<file path="src/rtl/kp_pkg.sv">
package kp_pkg;

    typedef enum logic [1:0] {
        ST_EMPTY,
        ST_ONE,
        ST_TWO,
        ST_WAIT
    } kp_state_e;

    localparam int KP_TEN = 10;

endpackage

</file>
<file path="src/rtl/kp_sync_edge.sv">
module kp_sync_edge #(
    parameter int W      = 12,
    parameter int STAGES = 2
) (
    input  logic         clk,
    input  logic         rst_n,
    input  logic [W-1:0] raw_act,
    output logic [W-1:0] lvl,
    output logic [W-1:0] prv
);

    logic [W-1:0] stg [STAGES];

    generate
        for (genvar s = 0; s < STAGES; s++) begin : g_stage
            if (s == 0) begin : g_first
                always_ff @(posedge clk or negedge rst_n) begin
                    if (!rst_n) stg[s] <= '0;
                    else        stg[s] <= raw_act;
                end
            end else begin : g_rest
                always_ff @(posedge clk or negedge rst_n) begin
                    if (!rst_n) stg[s] <= '0;
                    else        stg[s] <= stg[s-1];
                end
            end
        end
    endgenerate

    // one extra flop keeps the previous synchronised level for edge detection
    always_ff @(posedge clk or negedge rst_n) begin
        if (!rst_n) prv <= '0;
        else        prv <= stg[STAGES-1];
    end

    assign lvl = stg[STAGES-1];

endmodule

</file>
<file path="src/rtl/kp_prio_enc.sv">
module kp_prio_enc #(
    parameter int NUM_DIGITS = 10,
    parameter int ENC_W      = 4
) (
    input  logic [NUM_DIGITS-1:0] lvl,
    output logic [ENC_W-1:0]      digit,
    output logic                  valid
);

    always_comb begin
        digit = '0;
        for (int i = 0; i < NUM_DIGITS; i++) begin
            if (lvl[i]) digit = ENC_W'(i);
        end
    end

    assign valid = |lvl;

endmodule

</file>
<file path="src/rtl/kp_entry_fsm.sv">
module kp_entry_fsm
    import kp_pkg::*;
#(
    parameter int ENC_W   = 4,
    parameter int ENTRY_W = 4,
    parameter int CLR_DLY = 2000,
    parameter int CNT_W   = 11
) (
    input  logic               clk,
    input  logic               rst_n,
    input  logic               digit_press,
    input  logic               op_press,
    input  logic [ENC_W-1:0]   digit_val,
    output logic [ENTRY_W-1:0] entry_value,
    output kp_state_e          state_q,
    output logic [CNT_W-1:0]   clr_cnt
);

    localparam int MAXV = (1 << ENTRY_W) - 1;

    kp_state_e          state_d;
    logic               expire;
    logic [ENTRY_W:0]   sum_two;
    logic [ENTRY_W-1:0] val_two;
    logic [ENTRY_W-1:0] val_one;

    assign expire  = (state_q == ST_WAIT) && (clr_cnt == '0) && !op_press;
    assign sum_two = (ENTRY_W+1)'(KP_TEN) + (ENTRY_W+1)'(digit_val);
    assign val_two = (sum_two > (ENTRY_W+1)'(MAXV)) ? ENTRY_W'(MAXV) : sum_two[ENTRY_W-1:0];
    assign val_one = ENTRY_W'(digit_val);

    // next state
    always_comb begin
        state_d = state_q;
        unique case (state_q)
            ST_EMPTY: begin
                if (op_press)         state_d = ST_WAIT;
                else if (digit_press) state_d = ST_ONE;
            end
            ST_ONE, ST_TWO: begin
                if (op_press)         state_d = ST_WAIT;
                else if (digit_press) state_d = ST_TWO;
            end
            ST_WAIT: begin
                if (expire)           state_d = ST_EMPTY;
            end
            default:                  state_d = ST_EMPTY;
        endcase
    end

    // state register
    always_ff @(posedge clk or negedge rst_n) begin
        if (!rst_n) state_q <= ST_EMPTY;
        else        state_q <= state_d;
    end

    // outputs: entry register and clear countdown
    always_ff @(posedge clk or negedge rst_n) begin
        if (!rst_n) begin
            entry_value <= '0;
            clr_cnt     <= '0;
        end else begin
            unique case (state_q)
                ST_EMPTY: begin
                    if (op_press)         clr_cnt     <= CNT_W'(CLR_DLY - 1);
                    else if (digit_press) entry_value <= val_one;
                end
                ST_ONE, ST_TWO: begin
                    if (op_press)         clr_cnt     <= CNT_W'(CLR_DLY - 1);
                    else if (digit_press) entry_value <= val_two;
                end
                ST_WAIT: begin
                    if (op_press)         clr_cnt     <= CNT_W'(CLR_DLY - 1);
                    else if (expire)      entry_value <= '0;
                    else                  clr_cnt     <= clr_cnt - 1'b1;
                end
                default: begin
                    entry_value <= '0;
                    clr_cnt     <= '0;
                end
            endcase
        end
    end

endmodule

</file>
<file path="src/rtl/kp_operand_pipe.sv">
module kp_operand_pipe #(
    parameter int W     = 4,
    parameter int DEPTH = 2
) (
    input  logic                    clk,
    input  logic                    rst_n,
    input  logic                    shift_en,
    input  logic [W-1:0]            din,
    output logic [DEPTH-1:0][W-1:0] dout
);

    generate
        for (genvar k = 0; k < DEPTH; k++) begin : g_opnd
            if (k == 0) begin : g_head
                always_ff @(posedge clk or negedge rst_n) begin
                    if (!rst_n)        dout[k] <= '0;
                    else if (shift_en) dout[k] <= din;
                end
            end else begin : g_tail
                always_ff @(posedge clk or negedge rst_n) begin
                    if (!rst_n)        dout[k] <= '0;
                    else if (shift_en) dout[k] <= dout[k-1];
                end
            end
        end
    endgenerate

endmodule

</file>
<file path="src/rtl/keypad_entry.sv">
module keypad_entry
    import kp_pkg::*;
#(
    parameter int NUM_DIGITS  = 10,
    parameter int ENTRY_W     = 4,
    parameter int SYNC_STAGES = 2,
    parameter int CLR_DLY     = 2000
) (
    input  logic                  clk,
    input  logic                  rst_n,
    input  logic [NUM_DIGITS-1:0] digit_key_n,
    input  logic                  plus_key_n,
    input  logic                  minus_key_n,
    output logic [ENTRY_W-1:0]    entry_value,
    output logic [ENTRY_W-1:0]    operand_first,
    output logic [ENTRY_W-1:0]    operand_second
);

    localparam int ENC_W  = $clog2(NUM_DIGITS);
    localparam int KEYS_W = NUM_DIGITS + 2;
    localparam int CNT_W  = $clog2(CLR_DLY + 1);
    localparam int OPND_N = 2;
    localparam int PLUS_B = NUM_DIGITS;
    localparam int MIN_B  = NUM_DIGITS + 1;

    logic [KEYS_W-1:0]              key_lvl;
    logic [KEYS_W-1:0]              key_prv;
    logic [NUM_DIGITS-1:0]          dig_lvl;
    logic                           digit_press;
    logic                           op_press;
    logic [ENC_W-1:0]               enc_digit;
    logic                           enc_valid;
    kp_state_e                      state_q;
    logic [CNT_W-1:0]               clr_cnt;
    logic [OPND_N-1:0][ENTRY_W-1:0] opnd;

    kp_sync_edge #(
        .W      (KEYS_W),
        .STAGES (SYNC_STAGES)
    ) u_sync (
        .clk     (clk),
        .rst_n   (rst_n),
        .raw_act (~{minus_key_n, plus_key_n, digit_key_n}),
        .lvl     (key_lvl),
        .prv     (key_prv)
    );

    assign dig_lvl     = key_lvl[NUM_DIGITS-1:0];
    assign digit_press = (|dig_lvl) && !(|key_prv[NUM_DIGITS-1:0]);
    assign op_press    = (key_lvl[PLUS_B] && !key_prv[PLUS_B]) ||
                         (key_lvl[MIN_B]  && !key_prv[MIN_B]);

    kp_prio_enc #(
        .NUM_DIGITS (NUM_DIGITS),
        .ENC_W      (ENC_W)
    ) u_enc (
        .lvl   (dig_lvl),
        .digit (enc_digit),
        .valid (enc_valid)
    );

    kp_entry_fsm #(
        .ENC_W   (ENC_W),
        .ENTRY_W (ENTRY_W),
        .CLR_DLY (CLR_DLY),
        .CNT_W   (CNT_W)
    ) u_fsm (
        .clk         (clk),
        .rst_n       (rst_n),
        .digit_press (digit_press),
        .op_press    (op_press),
        .digit_val   (enc_digit),
        .entry_value (entry_value),
        .state_q     (state_q),
        .clr_cnt     (clr_cnt)
    );

    kp_operand_pipe #(
        .W     (ENTRY_W),
        .DEPTH (OPND_N)
    ) u_opnd (
        .clk      (clk),
        .rst_n    (rst_n),
        .shift_en (op_press),
        .din      (entry_value),
        .dout     (opnd)
    );

    assign operand_first  = opnd[0];
    assign operand_second = opnd[1];

endmodule

</file>
<file path="config.mk">
export PLATFORM = sky130hd
export DESIGN_NAME = keypad_entry
export DESIGN_NICKNAME = d
export VERILOG_FILES = /design/src/rtl/kp_pkg.sv /design/src/rtl/kp_sync_edge.sv /design/src/rtl/kp_prio_enc.sv /design/src/rtl/kp_entry_fsm.sv /design/src/rtl/kp_operand_pipe.sv /design/src/rtl/keypad_entry.sv
export SDC_FILE = /design/constraint.sdc
export NUM_CORES = 1
export LEC_CHECK = 0
export BUFFER_PORTS_ARGS = -buffer_cell sky130_fd_sc_hd__buf_2
export CAP_MARGIN = 20
export CORE_MARGIN = 5
export CORE_UTILIZATION = 50
export DETAILED_ROUTE_END_ITERATION = 16
export GPL_ROUTABILITY_DRIVEN = 0
export GPL_TIMING_DRIVEN = 0
export HOLD_SLACK_MARGIN = 0.06
export PLACE_DENSITY_LB_ADDON = 0.15
export SLEW_MARGIN = 20
export SYNTH_ARGS = -nofsm -noshare
export SYNTH_HDL_FRONTEND = slang
export SYNTH_SLANG_ARGS = --single-unit
</file>
<file path="constraint.sdc">
create_clock -name clk -period 4.3 [get_ports clk]
set_clock_uncertainty 0.1 [all_clocks]
set_input_delay 0.86 -clock clk [delete_from_list [all_inputs] [get_ports clk]]
set_output_delay 0.86 -clock clk [all_outputs]
set_load 0.005 [all_outputs]
</file>
==> flow_summary.json <==
{
  "fin_cells": 319,
  "drt_iter0_markers": 68,
  "die_h_um": 80.34,
  "numCtsBuffers": 9,
  "cts_hold_buf": 0,
  "maxCapViolations": 0,
  "wl_per_cell_um": 13.01,
  "area_growth_pct": 15.68,
  "drc": 0,
  "min_period_over_period_pct": 54.73,
  "synthCells": 211,
  "dp_hpwl_mm": 2.830,
  "ir_worst_vdd_mv": 0.2610,
  "core_um2": 4755,
  "vias": 1603,
  "yosysSeqAreaShare_pct": 61.71,
  "port_buffers": 25,
  "dieArea_um2": 6454,
  "synth_top_area_share_pct": 61.71,
  "start_util_pct": 52.03,
  "crit_buf_inv": 0,
  "min_path_type": "reg2reg",
  "rsz0062_at_grt": "false",
  "die_w_um": 80.34,
  "async_flop_share_pct": 100.0,
  "cts_setup_buffers": 0,
  "drt_wl_total_mm": 4.151,
  "grt_pass1_vias": 1660,
  "antenna_found_initial": 0,
  "yosysTopAreaCell": "dfrtp_1",
  "nets": 266,
  "ys_ff_latch": 61,
  "dr.pass1.iters": 4,
  "fin_ws_ns": 1.947,
  "syn_area_um2": 2474,
  "power_mw": 1.500,
  "crit_family": "compound AO/OA/AOI/OAI gates",
  "grt_first_pass_wirelength_mm": 7.541,
  "fillers": 394,
  "cts_tree": "done",
  "cts_resized": 0,
  "p_per_area_nw_per_um2": 524.2,
  "ios": 26,
  "via_per_inst": 5.025,
  "path_clk_slew_ns": 0.07,
  "drv_slew": 0,
  "grt.overflow.total": 0,
  "leakagePower_nw": 1.338,
  "grt_max_degree": 62,
  "crit_path_max_incr_delay_ns": 0.43,
  "syn_area_per_cell_um2": 11.72,
  "ant_nets": 0,
  "synth_nets": 230,
  "cp_common_cell": "a21oi_1",
  "clkSinkCount": 61,
  "synth_enable_flop_cells": 0,
  "arrival_ns": 2.47,
  "status": "completed",
  "final.setup.tns_ns": 0,
  "synth_area_leaders": "dfrtp_1, nand2_1, inv_1, ha_1, xnor2_1",
  "dp_cells": 303,
  "clock-root-buffer": "clkbuf_8",
  "yosysWarnings": 0,
  "crit_chain": "or2_1 > a21oi_1 > ha_1 > nor3_1 > o31ai_1 > a21oi_1 > o21ai_0 > mux2_4",
  "htreeDepth": 3,
  "finalSetupViolations": 0,
  "layout_min_cycle_time_ns": 2.353,
  "final_layout_size_suffix_gt1_share_pct": 23.41,
  "worst_pin_slew_ns": 0.7287,
  "post-place-ws_ns": 1.982,
  "cp.required_ns": 4.41,
  "startpoint_type": "register",
  "cts_buffer_depth": 2,
  "groute.usage.overall_pct": 15.50,
  "crit_path_end_kind": "register",
  "diodes": 0,
  "clk_latency_ns": 0.33,
  "worstSetupPathType": "reg2reg",
  "ys_types": 46,
  "fmax_mhz": 425.0,
  "num_rows": 25,
  "hold_violations": 0,
  "synthFlopType": "dfrtp_1",
  "max_slew_margin_pct": 51.42,
  "cp_slowest_cell": "dfrtp_1",
  "cp_max_fo": 5
}
Yosys cell counts, drive strengths merged (3+ instances only):
| cell type | count |
|---|---|
| dfrtp | 61 |
| nand2 | 37 |
| inv | 21 |
| nor2 | 11 |
| o21ai | 9 |
| a21oi | 8 |
| nand3 | 6 |
| ha | 5 |
| nor4 | 5 |
| xnor2 | 5 |
| clkbuf | 4 |
| o31ai | 4 |
| nor3 | 3 |
logic make-up (layout without fill, tap and decap cells):
group	Yosys count	in the layout	synth area share, %
and+or+nand+nor	77	77	17.05
adders and majority gates	5	5	2.529
buffers and inverters	25	66	4.603
muxes	2	2	1.214
AOI/OAI and AO/OA	35	35	10.77
xor gates and xnor gates	6	6	2.124
DFF	61	61	61.71
layout by cell type, fill, tap and decap left out, types with 2 or more instances in the layout:
master | Yosys | layout
nor2b_1 | 2 | 2
clkbuf_8 | 2 | 12
clkinvlp_4 | 0 | 2
nor3_2 | 2 | 2
nand4_1 | 2 | 2
o2bb2ai_1 | 2 | 2
o21ai_0 | 4 | 4
nand3_1 | 6 | 6
or3_1 | 2 | 2
o31ai_1 | 4 | 4
dfrtp_1 | 61 | 61
nor4_4 | 2 | 2
buf_2 | 0 | 24
inv_1 | 20 | 20
mux2_4 | 2 | 2
o21ai_1 | 3 | 3
nor4_1 | 2 | 2
clkinv_2 | 0 | 3
nand2_1 | 37 | 37
nand3b_1 | 2 | 2
ha_1 | 5 | 5
a21oi_1 | 8 | 8
xnor2_1 | 5 | 5
nor2_1 | 11 | 11
o21ai_4 | 2 | 2
clkbuf_1 | 2 | 2
where the power goes:
part / leakage, nW / switching (mW) / internal [mW]
clock network: 0.0880 / 0.220 / 0.222
registers: 0.711 / 0.0463 / 0.637
logic: 0.539 / 0.198 / 0.176
sequential cells by signal (all words and copies together), names as in the netlist:
register / count
u_sync.prv: 12
u_fsm.state_q: 2
u_fsm.entry_value: 4
u_fsm.clr_cnt: 11
u_sync.lvl: 12
u_sync.stg: 12
u_opnd.dout: 8
worst reg2reg max path, delay by kind of cell, from the launching register on:
kind | cells | cell delay [ns]
simple gates | 2 | 0.44
fa+ha+maj | 1 | 0.31
mux | 1 | 0.28
flops | 1 | 0.43
compound gates | 4 | 0.67
per-layer routing:
layer | track usage (%) | wire length, um | vias to the layer above
met2 | 23.51 | 1873 | 29
met4 | 8.446 | 88 | 0
met5 | 0 | 0 | -
met1 | 20.46 | 2001 | 771
li1 | - | - | 794
met3 | 3.700 | 187 | 9
area by class of cell:
class | instances | area [um^2] | area share [%]
Clock buffer | 10 | 137.6 | 4.810
Inverter | 21 | 78.83 | 2.755
Multi-Input combinational cell | 125 | 833.3 | 29.12
Sequential cell | 61 | 1526 | 53.34
Clock inverter | 6 | 38.79 | 1.355
Buffer | 4 | 35.03 | 1.224
Timing Repair Buffer | 25 | 127.6 | 4.460
Tap cell | 67 | 83.83 | 2.930
final timing paths:
kind	start	endpoint	slack (ns)	depth (start not counted)
worst max-delay path	u_sync.lvl[8]	u_fsm.entry_value[1]	1.95	8
worst min-delay path	u_sync.stg[14]	u_sync.lvl[2]	0.25	0
worst max register to register	u_sync.lvl[8]	u_fsm.entry_value[1]	1.95	8
worst min register to register	u_sync.stg[14]	u_sync.lvl[2]	0.25	0
max in group asynchronous	rst_n	u_sync.prv[9]	3.12	1
min in group asynchronous	rst_n	u_fsm.clr_cnt[3]	0.48	1
metrics by stage:
step                utilization (%)  area [um^2]  hold slack, ns
global route                  60.18         2861          0.2710
CTS                           60.18         2861          0.2532
global placement              56.42         2683          0.2325
floorplan                         -         2474          0.2312
finish                        60.18         2861          0.2512
detailed placement            56.47         2685          0.2365
Note: power is estimated with default switching activity, not from simulation.
